===== src/rtl/sysreg_pkg.sv =====
package sysreg_pkg;

    localparam int DATA_W  = 32;
    localparam int WORLDS  = 2;
    localparam int WORLD_W = $clog2(WORLDS);

    localparam logic [3:0] CRN_CTRL = 4'd1;
    localparam logic [3:0] CRN_TTB  = 4'd2;
    localparam logic [3:0] CRN_DAC  = 4'd3;

    typedef enum logic [1:0] {
        SEL_NONE,
        SEL_CTRL,
        SEL_TTB,
        SEL_DAC
    } sel_e;

    typedef enum logic [1:0] {
        ST_IDLE,
        ST_RD_DONE,
        ST_WR_DONE,
        ST_TRAP
    } rsp_st_e;

endpackage


===== src/rtl/sysreg_decode.sv =====
module sysreg_decode
    import sysreg_pkg::*;
(
    input  logic [2:0] op1,
    input  logic [3:0] crn,
    input  logic [3:0] crm,
    input  logic [2:0] op2,
    input  logic       write,
    input  logic       priv,
    input  logic       secure,
    input  logic       sec_dis,
    output sel_e       sel,
    output logic       trap
);

    logic base_tuple;
    logic banked;
    logic sec_block;

    assign base_tuple = (op1 == 3'd0) && (crm == 4'd0) && (op2 == 3'd0);

    always_comb begin
        sel = SEL_NONE;
        if (base_tuple) begin
            unique case (crn)
                CRN_CTRL: sel = SEL_CTRL;
                CRN_TTB:  sel = SEL_TTB;
                CRN_DAC:  sel = SEL_DAC;
                default:  sel = SEL_NONE;
            endcase
        end
    end

    assign banked    = (sel == SEL_TTB) || (sel == SEL_DAC);
    assign sec_block = write && secure && sec_dis && banked;
    assign trap      = (sel == SEL_NONE) || !priv || sec_block;

endmodule


===== src/rtl/sysreg_store.sv =====
module sysreg_store
    import sysreg_pkg::*;
#(
    parameter logic [DATA_W-1:0] TTB_MASK = 32'hFFFF_FF9B,
    parameter logic [DATA_W-1:0] CTRL_RST = '0
) (
    input  logic               clk,
    input  logic               rst_n,
    input  logic               wr_en,
    input  sel_e               sel,
    input  logic [WORLD_W-1:0] world,
    input  logic [DATA_W-1:0]  wr_data,
    output logic [DATA_W-1:0]  rd_data,
    output logic [DATA_W-1:0]  ctrl_q,
    output logic [DATA_W-1:0]  ttb_cur,
    output logic [DATA_W-1:0]  dac_cur
);

    logic [DATA_W-1:0] ttb_arr [WORLDS];
    logic [DATA_W-1:0] dac_arr [WORLDS];
    logic [DATA_W-1:0] ctrl_r;

    always_ff @(posedge clk or negedge rst_n) begin
        if (!rst_n)
            ctrl_r <= CTRL_RST;
        else if (wr_en && sel == SEL_CTRL)
            ctrl_r <= wr_data;
    end

    for (genvar w = 0; w < WORLDS; w++) begin : g_world
        logic [DATA_W-1:0] ttb_q;
        logic [DATA_W-1:0] dac_q;
        logic              hit;

        assign hit = wr_en && (world == WORLD_W'(w));

        always_ff @(posedge clk or negedge rst_n) begin
            if (!rst_n) begin
                ttb_q <= '0;
                dac_q <= '0;
            end else if (hit) begin
                if (sel == SEL_TTB) ttb_q <= wr_data & TTB_MASK;
                if (sel == SEL_DAC) dac_q <= wr_data;
            end
        end

        assign ttb_arr[w] = ttb_q;
        assign dac_arr[w] = dac_q;
    end

    assign ctrl_q  = ctrl_r;
    assign ttb_cur = ttb_arr[world];
    assign dac_cur = dac_arr[world];

    always_comb begin
        unique case (sel)
            SEL_CTRL: rd_data = ctrl_r;
            SEL_TTB:  rd_data = ttb_arr[world];
            SEL_DAC:  rd_data = dac_arr[world];
            default:  rd_data = '0;
        endcase
    end

    // a write in one world never disturbs the other world's copies
    a_r2_secure_isolated: assert property (@(posedge clk) disable iff (!rst_n)
        (wr_en && world == WORLD_W'(0)) |=> ($stable(ttb_arr[1]) && $stable(dac_arr[1])));
    a_r2_nonsec_isolated: assert property (@(posedge clk) disable iff (!rst_n)
        (wr_en && world == WORLD_W'(1)) |=> ($stable(ttb_arr[0]) && $stable(dac_arr[0])));

    // unstored table base bits stay clear in both copies
    a_r5_ttb_holes: assert property (@(posedge clk) disable iff (!rst_n)
        ((ttb_arr[0] & ~TTB_MASK) == '0) && ((ttb_arr[1] & ~TTB_MASK) == '0));

endmodule


===== src/rtl/sysreg_rsp_fsm.sv =====
module sysreg_rsp_fsm
    import sysreg_pkg::*;
(
    input  logic              clk,
    input  logic              rst_n,
    input  logic              req_valid,
    input  logic              req_write,
    input  logic              trap,
    input  logic [DATA_W-1:0] rd_value,
    output logic              rsp_valid,
    output logic              rsp_undef,
    output logic [DATA_W-1:0] rsp_rdata
);

    rsp_st_e           state, state_nx;
    logic [DATA_W-1:0] rdata_q;

    always_comb begin
        if (!req_valid)     state_nx = ST_IDLE;
        else if (trap)      state_nx = ST_TRAP;
        else if (req_write) state_nx = ST_WR_DONE;
        else                state_nx = ST_RD_DONE;
    end

    always_ff @(posedge clk or negedge rst_n) begin
        if (!rst_n) begin
            state   <= ST_IDLE;
            rdata_q <= '0;
        end else begin
            state   <= state_nx;
            rdata_q <= (state_nx == ST_RD_DONE) ? rd_value : '0;
        end
    end

    always_comb begin
        rsp_valid = 1'b0;
        rsp_undef = 1'b0;
        rsp_rdata = '0;
        unique case (state)
            ST_IDLE:    ;
            ST_RD_DONE: begin
                rsp_valid = 1'b1;
                rsp_rdata = rdata_q;
            end
            ST_WR_DONE: rsp_valid = 1'b1;
            ST_TRAP: begin
                rsp_valid = 1'b1;
                rsp_undef = 1'b1;
            end
            default:    ;
        endcase
    end

    // one response per request, none without
    a_r9_resp_follows: assert property (@(posedge clk) disable iff (!rst_n)
        req_valid |=> rsp_valid);
    a_r9_no_spurious: assert property (@(posedge clk) disable iff (!rst_n)
        !req_valid |=> !rsp_valid);
    // a trapped response carries no data
    a_r8_trap_zero: assert property (@(posedge clk) disable iff (!rst_n)
        rsp_undef |-> (rsp_rdata == '0));

endmodule


===== src/rtl/sysreg_bank.sv =====
module sysreg_bank
    import sysreg_pkg::*;
(
    input  logic        clk,
    input  logic        rst_n,
    input  logic        req_valid,
    input  logic        req_write,
    input  logic [2:0]  req_op1,
    input  logic [3:0]  req_crn,
    input  logic [3:0]  req_crm,
    input  logic [2:0]  req_op2,
    input  logic [31:0] req_wdata,
    input  logic        cur_priv,
    input  logic        cur_secure,
    input  logic        sec_wr_disable,
    output logic        rsp_valid,
    output logic [31:0] rsp_rdata,
    output logic        rsp_undef,
    output logic        mmu_enable,
    output logic [31:0] tbl_base,
    output logic [31:0] domain_acc
);

    sel_e              sel;
    logic              trap;
    logic              wr_en;
    logic [DATA_W-1:0] rd_value;
    logic [DATA_W-1:0] ctrl_q;
    logic [WORLD_W-1:0] world;

    assign world = WORLD_W'(cur_secure);

    sysreg_decode u_decode (
        .op1     (req_op1),
        .crn     (req_crn),
        .crm     (req_crm),
        .op2     (req_op2),
        .write   (req_write),
        .priv    (cur_priv),
        .secure  (cur_secure),
        .sec_dis (sec_wr_disable),
        .sel     (sel),
        .trap    (trap)
    );

    assign wr_en = req_valid && req_write && !trap;

    sysreg_store u_store (
        .clk     (clk),
        .rst_n   (rst_n),
        .wr_en   (wr_en),
        .sel     (sel),
        .world   (world),
        .wr_data (req_wdata),
        .rd_data (rd_value),
        .ctrl_q  (ctrl_q),
        .ttb_cur (tbl_base),
        .dac_cur (domain_acc)
    );

    sysreg_rsp_fsm u_fsm (
        .clk       (clk),
        .rst_n     (rst_n),
        .req_valid (req_valid),
        .req_write (req_write),
        .trap      (trap),
        .rd_value  (rd_value),
        .rsp_valid (rsp_valid),
        .rsp_undef (rsp_undef),
        .rsp_rdata (rsp_rdata)
    );

    assign mmu_enable = ctrl_q[0];

    // user-mode requests always trap and leave the control word alone
    a_r3_user_trap: assert property (@(posedge clk) disable iff (!rst_n)
        (req_valid && !cur_priv) |=> rsp_undef);
    a_r3_user_ctrl_hold: assert property (@(posedge clk) disable iff (!rst_n)
        (req_valid && !cur_priv) |=> $stable(mmu_enable));
    // secure writes to banked registers are refused under the disable input
    a_r4_sec_disable: assert property (@(posedge clk) disable iff (!rst_n)
        (req_valid && req_write && cur_priv && cur_secure && sec_wr_disable &&
         req_op1 == 3'd0 && req_crm == 4'd0 && req_op2 == 3'd0 &&
         (req_crn == CRN_TTB || req_crn == CRN_DAC)) |=> rsp_undef);
    // a privileged read of a defined selector never traps
    a_r1_hit_ok: assert property (@(posedge clk) disable iff (!rst_n)
        (req_valid && !req_write && cur_priv && req_op1 == 3'd0 && req_crm == 4'd0 &&
         req_op2 == 3'd0 && (req_crn == CRN_CTRL || req_crn == CRN_TTB || req_crn == CRN_DAC))
        |=> (rsp_valid && !rsp_undef));

endmodule


===== config.mk =====
export PLATFORM = sky130hd
export DESIGN_NAME = sysreg_bank
export DESIGN_NICKNAME = d
export VERILOG_FILES = /design/src/rtl/sysreg_pkg.sv /design/src/rtl/sysreg_decode.sv /design/src/rtl/sysreg_store.sv /design/src/rtl/sysreg_rsp_fsm.sv /design/src/rtl/sysreg_bank.sv
export SDC_FILE = /design/constraint.sdc
export NUM_CORES = 1
export LEC_CHECK = 0
export BUFFER_PORTS_ARGS = -buffer_cell sky130_fd_sc_hd__buf_2
export CELL_PAD_IN_SITES_DETAIL_PLACEMENT = 1
export CELL_PAD_IN_SITES_GLOBAL_PLACEMENT = 2
export CORE_MARGIN = 2
export CORE_UTILIZATION = 36
export DETAILED_ROUTE_END_ITERATION = 12
export PLACE_DENSITY = 0.83
export SLEW_MARGIN = 25
export SYNTH_ARGS = -nofsm -noshare
export SYNTH_HDL_FRONTEND = slang
export SYNTH_SLANG_ARGS = --single-unit
export TNS_END_PERCENT = 100

===== constraint.sdc =====
create_clock -name clk -period 1.83 [get_ports clk]
set_clock_uncertainty 0.1 [all_clocks]
set_input_delay 0 -clock clk [delete_from_list [all_inputs] [get_ports clk]]
set_output_delay 0 -clock clk [all_outputs]
set_load 0.02 [all_outputs]

; ---- After elaboration in Yosys (flattened, before gate mapping)
; Cells that the tools add are included.
[op_classes]
magnitude_cmp = 1
div = 0
n_addsub = 0
shifts = 0
mux = 16
bitwise = 2
n_reduce_logical = 24
n_eq_ne = 10
multipliers = 0
[ops]
columns = cell, count
row1 = 2-to-1 mux 32 bit, 8
row2 = case mux 32 bit (3 select lines), 1
row3 = logical AND 1 bit, 10
row4 = equality test 2 bit (second input constant), 4
row5 = equality test 4 x 2 -> 1 bit (second input constant), 2
row6 = 2-to-1 mux 2 bit, 4
row7 = AND reduction 2 bit, 4
row8 = equality test 2 x 1 -> 1 bit (second input constant), 3
row9 = logical NOT 3 bit, 2
row10 = case mux 2 bit (3 select lines), 1
row11 = equality test 4 x 1 -> 1 bit (second input constant), 1
row12 = logical NOT 4 bit, 1
row13 = logical OR 1 bit, 3
row14 = OR reduction 3 bit, 1
row15 = >= comparator 2 bit (second input constant), 1
row16 = logical NOT 1 bit, 2
row17 = logical NOT 2 bit, 1
row18 = 2-to-1 mux 1 bit, 2
row19 = inverter 1 -> 2 bit, 1
row20 = inverter 1 bit, 1
[totals]
wordCells = 60
regBits = 188
mem_bits_ro = 0
mem_bits_rw = 0
n_memories = 0
out_inout_bits = 99
in_bits = 53
latch_bits = 0

; ---- Logic depth before layout (Yosys ltp)
[logic_depth]
word_depth = 12
ltp_mapped = 7
ltp_nobuf = 4

; ---- Modules after synthesis
; Synthesis repeated with hierarchy kept, for this count alone.
[unflattened]
hier_cells = 668
hier_area_um2 = 8579.5
[by_module_without_submodules]
columns = module, cells_each, n_inst, area_each_um2, seq_area_each_um2
row1 = sysreg_store, 541, 1, 7126.8, 3853.7
row2 = sysreg_rsp_fsm, 114, 1, 1385.1, 850.8
row3 = sysreg_decode, 12, 1, 58.8, 0.0
row4 = sysreg_bank, 1, 1, 8.8, 0.0

; ---- Worst setup path after synthesis
; Ideal clock, no wire load.
[synth_path]
path_kind = in2reg
start = in req_crn[1]
end = reg u_store.g_world[1].ttb_q[21]
path_stages = 7
setup_slack_ns = -0.122
t_arrival_ns = 1.728
required_time_ns = 1.605
n_path_buf = 3
cell_sequence = clkbuf_1 and3_1 or2_2 nor4_1 buf_2 buf_2 mux2_2
[synth_between]
elab_chain_len = 11
elab_cells_between_ends = 16
classes_between = eq/ne (5) / mux (2) / reduce/logical (9)
[synth_rtl]
columns = item, line_no
row1 = "start, declared", sysreg_bank.sv:9  ; input logic [3:0] req_crn,
row2 = equality test 4 x 2 -> 1 bit or equality test 4 x 1 -> 1 bit (tied branches), sysreg_decode.sv:25  ; unique case (crn)
row3 = case mux 2 bit (3 select lines) *, sysreg_decode.sv:25
row4 = 2-to-1 mux 2 bit *, sysreg_decode.sv:24  ; if (base_tuple) begin
row5 = equality test 2 bit (on tied branches), "sysreg_decode.sv:34, sysreg_store.sv:42"
row6 = logical OR 1 bit, sysreg_decode.sv:34  ; assign banked = (sel == SEL_TTB) || (sel == SEL_DAC);
row7 = logical AND 1 bit, sysreg_decode.sv:35  ; assign sec_block = write && secure && sec_dis && banked;
row8 = logical OR 1 bit, sysreg_decode.sv:36  ; assign trap = (sel == SEL_NONE) || !priv || sec_block;
row9 = logical NOT 1 bit, sysreg_bank.sv:46  ; assign wr_en = req_valid && req_write && !trap;
row10 = logical AND 1 bit, sysreg_bank.sv:46
row11 = logical AND 1 bit, sysreg_store.sv:35  ; assign hit = wr_en && (world == WORLD_W'(w));
row12 = AND reduction 2 bit (no source line) *, -
row13 = "end signal, assigned", sysreg_store.sv:42  ; if (sel == SEL_TTB) ttb_q <= wr_data & TTB_MASK;
row14 = "end, declared", sysreg_store.sv:31  ; logic [DATA_W-1:0] ttb_q;
; Mark *: on every way between the ends. The rest lies on a longest branch, timed or not.
; A chain may end at the register's enable or synchronous reset.

; ---- Final worst setup path
[layout_path]
start = in req_op1[1]
end = reg u_store.g_world[0].ttb_q[20]
[layout_between]
elab_chain_len = 12
elab_cells_between_ends = 15
classes_between = eq/ne (2) / mux (1) / reduce/logical (12)
[layout_rtl]
columns = item, line_no
row1 = "start, declared", sysreg_bank.sv:8  ; input logic [2:0] req_op1,
row2 = logical NOT 3 bit *, sysreg_decode.sv:20  ; assign base_tuple = (op1 == 3'd0) && (crm == 4'd0) && (op2 == 3'd0);
row3 = logical AND 1 bit * (2 in a row), sysreg_decode.sv:20
row4 = 2-to-1 mux 2 bit *, sysreg_decode.sv:24
row5 = equality test 2 bit (on tied branches), "sysreg_decode.sv:34, sysreg_store.sv:42"
row6 = logical OR 1 bit, sysreg_decode.sv:34
row7 = logical AND 1 bit, sysreg_decode.sv:35
row8 = logical OR 1 bit, sysreg_decode.sv:36
row9 = logical NOT 1 bit, sysreg_bank.sv:46
row10 = logical AND 1 bit, sysreg_bank.sv:46
row11 = logical AND 1 bit, sysreg_store.sv:35
row12 = AND reduction 2 bit (no source line) *, -
row13 = "end signal, assigned", sysreg_store.sv:42
row14 = "end, declared", sysreg_store.sv:31
; Marked as above.

==> impl_metrics.csv <==
group,metric,value,unit
layout,nets,875,
yosys,synth_cell_types,37,
drt,detail_route.iter0.violations,325,
clock_tree,clock_sink_count,188,
critical_path,element_type_at_the_critical_path_start,"input pin",
critical_path,cp.required,2.04,ns
critical_path,timing.critical_path.fanout_max,15,
floorplanning,design.die.area,24700,um2
timing,finalHoldViolCount,0,
layout,share_of_final_layout_standard_cells_stronger_than_drive_strength_1,53.3,%
clock_tree,clock_tree_from_tritoncts,"built",
floorplanning,height_of_the_chip,157,um
floorplanning,core_region_area,23300,um2
placement,dp_hpwl,15800,um
yosys,proportion_of_synthesized_chip_area_in_sequential_cells,55.7,%
hold_path,hp-class,"in2async",
critical_path,ff2ff_path_depth,3,
clock_tree,cts_buffer_depth,2,
timing,min_cycle_time_layout,1.74,ns
layout,layout.cell_area.non_filler,10900,um2
placement,placement.setup.worst_slack,-0.375,ns
timing,finalWorstSetupSlack,0.0865,ns
global_route,largest_net_degree_at_the_start_of_global_routing,62,
layout,seqCellArea,4700,um2
yosys,synthCells,611,
timing,relSlewSlack,53.1,%
clock_tree,clk_latency,0.43,ns
yosys,netlist.area_leader.share,55.7,%
placement,place_area,9910,um2
yosys,yosysWarningCount,0,
floorplanning,initial_core_util,36.3,%
clock_tree,cts.htree.levels,4,
layout,multiInputGateArea,3610,um2
timing,grt_setup_unrepaired,"false",
clock_tree,cts_made_buffers,17,
layout,flow.area_growth_from_synthesis,29.2,%
pwr,power.ir.vdd_worst,0.561,mV
run_status,run_status,"complete, no violations",
yosys,synthArstFlopShare,100,%
drt,drt.antenna.violating_nets,0,
yosys,syn-cell-area,8450,um2
layout,stdcell_count,1155,
layout,fillers,2446,
clock_tree,clkSlewWorstSetupHoldPaths,0.07,ns
pwr,power_leakage,0.00564,uW
yosys,synth_area_leader_cell,"dfrtp_1",
placement,gp_congestion,0.751,
drt,avgRoutedWirePerCell,20.1,um
critical_path,worst_ep_arrival_time,1.95,ns
yosys,postSynth.topFlopCell,"dfrtp_1",
drt,drt-vias-per-instance,4.98,
global_route,grt_pass1_wl,36300,um
placement,place_inst,1081,
yosys,synth_edf_count,0,
timing,report.final.slew_viol_count,0,
yosys,postSynthRegisterBits,188,
drt,drt_wl_total,23200,um
pwr,power.density_cell_area,760,nW/um2
job,drv_cap,0,
timing,finalSetupViolations,0,
critical_path,critical_path.endpoint_type,"flop",
floorplanning,dieWidth,157,um
placement,buffer_ports.inserted,148,
global_route,overflow,0,
global_route,antenna_found_initial,1,
drt,drcViolationCount,0,
global_route,grt_usage,19.7,%
yosys,post_synth_main_area_contributors,"dfrtp_1 (56%), mux2_2 (27%), and2_1 (2.5%)",
timing,final_min_period_over_clock_period,95.3,%
drt,routed-via-count,5749,
floorplanning,rows,56,
global_route,via_count_of_the_first_global_routing_pass,6184,
floorplanning,ios,152,
yosys,syn_area_per_cell,13.8,um2
timing,worst_pin_slew,0.703,ns
clock_tree,clockRootBuffer,"clkbuf_16",
drt,drt-pass1-iter-count,5,
critical_path,setup.worst_path.class,"in2reg",
timing,achievable-frequency,0.574,GHz
critical path: stages:
cell	delay, ns
buf_2	0.11
nor4_4	0.36
or4b_1	0.48
or3_2	0.46
buf_4	0.23
mux2_2	0.30
registers in the layout (all words and copies together) (netlist names):
signal,count
u_fsm.state,2
u_store.g_world.dac_q,64
u_store.ctrl_q,32
u_fsm.rdata_q,32
u_store.g_world.ttb_q,58
kinds of logic (layout without fill, tap and decap cells):
logic type	after synthesis	count (layout)	share of synthesized area, %
compound gates	32	32	2.72
flops	188	188	55.7
other cells	1	4	0.0444
simple gates	112	112	7.65
mux	235	235	31.5
buf+inv	43	265	2.44
where the power goes:
group / internal (uW) / switching [uW] / total, uW / leakage (uW)
Clock: 2100 / 1570 / 3670 / 0.000289
Sequential: 4160 / 1.74 / 4160 / 0.00262
Combinational: 185 / 283 / 468 / 0.00273
Total: 6440 / 1860 / 8300 / 0.00564
cells in the final DEF (no fill, tap or decap), types with 19 or more instances in the layout:
cell,instances
and2_1,34
buf_2,147
buf_4,33
dfrtp_1,188
dlygate4sd3_1,41
mux2_2,201
mux2i_1,20
nand2_1,19
metal layers:
layer	global-route usage (%)	up-vias	share of wire, %
met4	5.58	0	1.4
li1	-	2597	-
met3	3.33	26	4.0
met5	0	-	0
met2	34.3	138	52
met1	25.1	2988	43
through the flow:
stage               utilization, %  hold slack (ns)  TNS [ns]  total power [uW]
global placement              42.6          -0.0697    -16.18              4640
detailed placement            42.6          -0.0653    -27.34              4650
global route                  46.9           0.0442         0              8600
floorplan                        -           -0.396     -2.92              4360
CTS                           46.9           0.0260         0              8400
finish                        46.9           0.0254         0              8300
synth_stat cells (2+ instances only):
| library cell | instances |
|---|---|
| nor4_2 | 2 |
| buf_4 | 3 |
| dfrtp_1 | 188 |
| and2_1 | 34 |
| buf_6 | 2 |
| buf_2 | 15 |
| nor2_1 | 17 |
| a222oi_1 | 12 |
| mux2i_1 | 20 |
| nand3_1 | 3 |
| a21oi_1 | 17 |
| nand2b_1 | 17 |
| nor3_1 | 4 |
| clkbuf_1 | 15 |
| mux2_4 | 10 |
| nand2_1 | 19 |
| nor4b_1 | 2 |
| mux2_2 | 201 |
| nand3b_1 | 2 |
| or2_2 | 2 |
| buf_1 | 7 |
| mux2_1 | 4 |
final cells by class:
class,instances,share of cell area [%]
clock buffer,24,4.69
tap,319,3.66
clock inverter,8,0.745
antenna,1,0.0229
timing repair buffer,232,14.7
sequential,188,43.1
multi-input combinational,382,33.0
inverter,1,0.0344
path summary, 6_finish.rpt:
path	startpoint	end	slack, ns
max	req_op1[1]	u_store.g_world[0].ttb_q[20]$_DFFE_PN0P_	0.09
min	rst_n	u_store.g_world[0].dac_q[28]$_DFFE_PN0P_	0.03
max reg2reg	u_store.g_world[0].ttb_q[20]$_DFFE_PN0P_	u_fsm.rdata_q[20]$_DFF_PN0_	0.47
min reg2reg	u_store.g_world[1].dac_q[8]$_DFFE_PN0P_	u_store.g_world[1].dac_q[8]$_DFFE_PN0P_	0.39
max in group asynchronous	rst_n	u_store.g_world[1].dac_q[13]$_DFFE_PN0P_	0.98
min in group clk	req_write	u_fsm.rdata_q[17]$_DFF_PN0_	0.10
timing repair:
item                                   4_1_cts  5_1_grt
setup endpoints to repair                    0        0
hold buffers                                41        0
resized for setup                            0        0
endpoints found under the hold margin      347        0
buffers inserted                             0        0
(Power assumes the default switching activity.)
